--- src/rtl/clkctl_reg.sv ---
module clkctl_reg #(
  parameter int                ADDR_W    = 8,
  parameter logic [ADDR_W-1:0] REG_ADDR  = 'h06,
  parameter logic [7:0]        RESET_VAL = 8'h48,
  parameter logic [7:0]        LOCK_BITS = 8'hA4
) (
  input  logic              clk,
  input  logic              rst_n,
  input  logic [ADDR_W-1:0] bus_addr,
  input  logic              bus_wr,
  input  logic              bus_rd,
  input  logic [7:0]        bus_wdata,
  input  logic              wr_enable,
  input  logic              mod_lock,
  input  logic              osc_on,
  input  logic              stop_entry,
  output logic [1:0]        clkout_sel,
  output logic              periph_stop_wait,
  output logic              sub_drive_hi,
  output logic              sub_port_en,
  output logic              main_stop,
  output logic              div8,
  output logic              sys_sub_sel,
  output logic [7:0]        rd_data
);

  logic [7:0] ctl, sw_val, nxt;
  logic       hit, wr_ok;
  logic [7:0] wmask;

  assign hit   = (bus_addr == REG_ADDR);
  assign wr_ok = bus_wr && hit && wr_enable;
  assign wmask = mod_lock ? ~LOCK_BITS : 8'hFF;

  assign sw_val = wr_ok ? ((bus_wdata & wmask) | (ctl & ~wmask)) : ctl;

  always_comb begin
    nxt = sw_val;
    if (!sw_val[4] || stop_entry)          nxt[3] = 1'b1;
    if (stop_entry && !ctl[7])             nxt[6] = 1'b1;
    if (!osc_on && sw_val[5])              nxt[6] = 1'b1;
  end

  always_ff @(posedge clk or negedge rst_n) begin
    if (!rst_n) begin
      ctl     <= RESET_VAL;
      rd_data <= 8'h00;
    end else begin
      ctl     <= nxt;
      rd_data <= (bus_rd && hit) ? ctl : 8'h00;
    end
  end

  assign clkout_sel       = ctl[1:0];
  assign periph_stop_wait = ctl[2];
  assign sub_drive_hi     = ctl[3];
  assign sub_port_en      = ctl[4];
  assign main_stop        = ctl[5];
  assign div8             = ctl[6];
  assign sys_sub_sel      = ctl[7];

  assert_lock_hold_R4: assert property (@(posedge clk) disable iff (!rst_n)
    mod_lock |=> ($stable(ctl[7]) && $stable(ctl[5]) && $stable(ctl[2])));

  assert_no_write_hold_R3: assert property (@(posedge clk) disable iff (!rst_n)
    !(bus_wr && (bus_addr == REG_ADDR) && wr_enable) |=>
      ($stable(ctl[7]) && $stable(ctl[5]) && $stable(ctl[4]) && $stable(ctl[2:0])));

  assert_drive_forced_R5: assert property (@(posedge clk) disable iff (!rst_n)
    !sub_port_en |-> sub_drive_hi);

  assert_stop_force_R6: assert property (@(posedge clk) disable iff (!rst_n)
    (stop_entry && !sys_sub_sel) |=> (div8 && sub_drive_hi));

  assert_osc_hold_R7: assert property (@(posedge clk) disable iff (!rst_n)
    (main_stop && $past(!osc_on)) |-> div8);

  assert_readback_R9: assert property (@(posedge clk) disable iff (!rst_n)
    (bus_rd && bus_addr == REG_ADDR) |=> (rd_data == $past(ctl)));

  assert_read_idle_R9: assert property (@(posedge clk) disable iff (!rst_n)
    !(bus_rd && bus_addr == REG_ADDR) |=> (rd_data == 8'h00));

endmodule

--- config.mk ---
export PLATFORM = sky130hd
export DESIGN_NAME = clkctl_reg
export DESIGN_NICKNAME = d
export VERILOG_FILES = /design/src/rtl/clkctl_reg.sv
export SDC_FILE = /design/constraint.sdc
export NUM_CORES = 1
export LEC_CHECK = 0
export ABC_AREA = 0
export BUFFER_PORTS_ARGS = -buffer_cell sky130_fd_sc_hd__buf_2
export CORE_MARGIN = 8
export CORE_UTILIZATION = 40
export DETAILED_ROUTE_END_ITERATION = 16
export PLACE_DENSITY = 0.78
export SYNTH_ARGS = -nofsm -noshare
export SYNTH_HDL_FRONTEND = slang
export SYNTH_SLANG_ARGS = --single-unit
--- constraint.sdc ---
create_clock -name clk -period 1.6 [get_ports clk]
set_input_delay 0.16 -clock clk [delete_from_list [all_inputs] [get_ports clk]]
set_output_delay 0.16 -clock clk [all_outputs]
set_load 0.05 [all_outputs]
==> impl_summary.log <==
[metrics] largest family of logic cells by synthesized area: simple AND/OR/NAND/NOR gates
[metrics] number of routed nets with antenna violations: 0
[metrics] maximum vdd drop: 0.390 mV
[metrics] number of top-level pins: 40
[metrics] depth of the most critical reg-to-reg path: 3
[metrics] most frequent cell after synthesis: dfrtp_1
[metrics] number of cells on the worst hold path: 2
[metrics] Post-Syn Area per Cell: 14.3 um2
[metrics] data arrival time of the critical path: around 1700 ps
[metrics] Detailed Route Iter0 Violations: 8
[metrics] power density over the cells: 784 mW/mm2
[metrics] number of levels the H-tree was split into: 1
[metrics] time the final worst path needs with I/O delays and setup: 1480 ps
[metrics] Sinks on Clock Net: 16
[metrics] critical path class: primary input to flip-flop
[metrics] Critical Path Fanout Max: 5
[metrics] area fraction in and, or, nand and nor cells after synthesis: 0.188
[metrics] number of buffers between clock root and the deepest sink: 2
[metrics] Tcrit/Tclk final: 0.928
[metrics] Setup Skew: 1.70 ps
[metrics] hold violation total from the final report: 0
[metrics] worst r2r src: ctl[5]$_DFF_PN0_
[metrics] adder and majority cell fraction of the synthesized area: 0
[metrics] CTS tree: done
[metrics] leading cell types by total area after synthesis: dfrtp_1 52%, dfstp_2 7.8%, and2_1 7.4%, mux2_2 6.7%, mux2_4 6.7%
[metrics] input/output buffers: 39
[metrics] xor and xnor fraction of the mapped netlist area: 0
[metrics] Yosys warning count: 0
[metrics] final number of setup-violating endpoints: 0
[metrics] initial antenna violation count: 0
[metrics] CTS clk-pin slew, worst paths: 90 ps
[metrics] utilization of the core after routing: 0.569
[metrics] sequential element share of the synthesized area: 0.599
[metrics] distinct cell type count after synthesis: 16
[metrics] most frequent cells after synthesis: 14 x dfrtp_1, 8 x and2_1, 4 x mux2_2, 3 x mux2_4
[metrics] instance count of the mapped netlist: 47
[metrics] mux cell area share after synthesis: 0.164
[metrics] total of flip-flops plus latches after synthesis: 16
[metrics] final worst hold slack: 103 ps
[metrics] DRC violations left: 0
[metrics] Total Routed Length: about 1.5 mm
[metrics] startpoint of the lowest-slack hold path: bus_wdata[0]
[metrics] area of the die: 0.00325 mm2
[metrics] vias per cell: 4.75
[metrics] master cell of the clock root buffer: clkbuf_4
[metrics] register-to-register setup slack: between 400 and 500 ps
[metrics] die extent in y: ~57 um
[metrics] post-synthesis cell area: a little under 700 um2
[metrics] Worst-Margin Slew: 345 ps
[metrics] Placement Rows: 15
[metrics] # resized after CTS: 0
[metrics] number of iterations in the first detailed-routing pass: 2
[metrics] die width: 57.0 um
[metrics] leakage power: 0.545 nW
[metrics] Critical Path Source: bus_addr[3]
[metrics] max_cap viols: 0
[metrics] top flip-flop cell by instance count after synthesis: dfrtp_1
[metrics] outcome: finished clean
[metrics] nets in the synthesized netlist: 71
[metrics] last weighted congestion value of the routability-driven placer: 0.675
[metrics] slew margin rel.: 0.770
[metrics] TritonCTS buffer count: 3
[metrics] via count: 518
[metrics] biggest area consumer among synthesized cells: dfrtp_1
[metrics] critical path startpoint category: primary input
[metrics] first-pass GRT wire length: roughly 2.5 mm
[metrics] HPWL Detailed: approximately 1.2 mm
[metrics] sort of element at the end of the critical path: flip-flop
[metrics] synthesized-area fraction occupied by ao, oa, aoi and oai cells: 0.0223
[metrics] Hold Path Class: primary input to flip-flop
[metrics] via count of the first global-routing pass: 545
[metrics] total chip power: ~0.74 mW
[metrics] final net count: 117
[metrics] leftover overflow at the end of global routing: 0
[metrics] starting utilization of the core area: 0.408
[metrics] unrepaired setup endpoints after global routing: false
[metrics] share of flip-flops with an asynchronous set or reset after synthesis: 1.00
[metrics] post-DR wirelength/cell: 13.3 um
[metrics] fraction of layout cells with a size suffix above 1: 0.620
[metrics] placeable core region: around 0.0017 mm2
[metrics] Achievable Freq: a little under 700 MHz
[metrics] accumulated negative setup slack: 0 ps
[metrics] area growth from synthesis to layout: 39.6%
[metrics] Final Cell Area: 940 um2
[metrics] number of synthesized flops with an enable pin: 0
[metrics] filler cell count: 151
[metrics] post-synth top area share: 0.520
[metrics] overall routing resource usage: 0.0979
[metrics] Worst-Skew Late Latency: 280 ps
[metrics] antenna diode count: 0
[metrics] data required time of the critical path: 1770 ps
[metrics] largest net degree at the start of global routing: 17
[metrics] max-slew violation total from the final report: 0
[metrics] Placement Cell Area: between 800 and 900 um2
## placed cells by master, fill, tap and decap left out, drive strengths merged
cell type / count
or3: 1
or4b: 2
dlygate4sd3: 1
and2: 8
inv: 2
dfstp: 2
nor3b: 2
clkbuf: 4
buf: 41
a211oi: 2
nor4: 1
dfrtp: 14
mux2i: 2
nor3: 1
nand2: 1
mux2: 7
nor2b: 1
## worst max-delay path, cell delays in order
cell,delay (ps)
buf_2,90
or4b_4,540
or3_1,530
mux2_4,340
## layout make-up
cell class                      count  area [um2]  share of cell area
Timing Repair Buffer               42         220               0.234
Sequential cell                    16         403               0.429
Tap cell                           17        21.3              0.0226
Clock buffer                        4        36.3              0.0386
Multi-Input combinational cell     28         251               0.268
Inverter                            2        7.51             0.00799
## cell families after synthesis
family	count (synthesis)
AND/OR/NAND/NOR	17
flip-flops	16
multiplexers	9
buffers and inverters	3
AO/OA/AOI/OAI	2
## what timing repair did
action | CTS | global route
setup buffers | 0 | 0
endpoints found under the hold margin | 14 | 0
hold buffers | 1 | 0
## through the flow
step	cells	setup WS (ps)
floorplan	47	-24.9
global placement	104	-170
detailed placement	104	-187
CTS	109	119
global route	109	110
finish	109	116
## metal layers
layer	wire, um	up-vias	part of all wire	track usage
li1	-	254	-	-
met1	646	231	0.44	0.116
met2	628	29	0.43	0.130
met3	121	4	0.083	0.0377
met4	59	0	0.041	0.0906
met5	0	-	0	0
## worst paths after layout
path	endpoint
hold reg to reg	rd_data[0]$_DFF_PN0_
hold / removal	ctl[0]$_DFFE_PN0N_
setup / recovery	ctl[1]$_DFFE_PN0N_
setup reg to reg	ctl[6]$_DFFE_PN1P_
min in group asynchronous	rd_data[0]$_DFF_PN0_
max in group asynchronous	ctl[6]$_DFFE_PN1P_
## power by group
part | leakage, nW | internal, mW | switching [mW]
clock | 0.0210 | 0.138 | 0.120
sequential | 0.216 | 0.408 | 0.00281
combinational | 0.308 | 0.0339 | 0.0344
total | 0.545 | 0.580 | 0.157
Power figures use the tool's default switching activity.
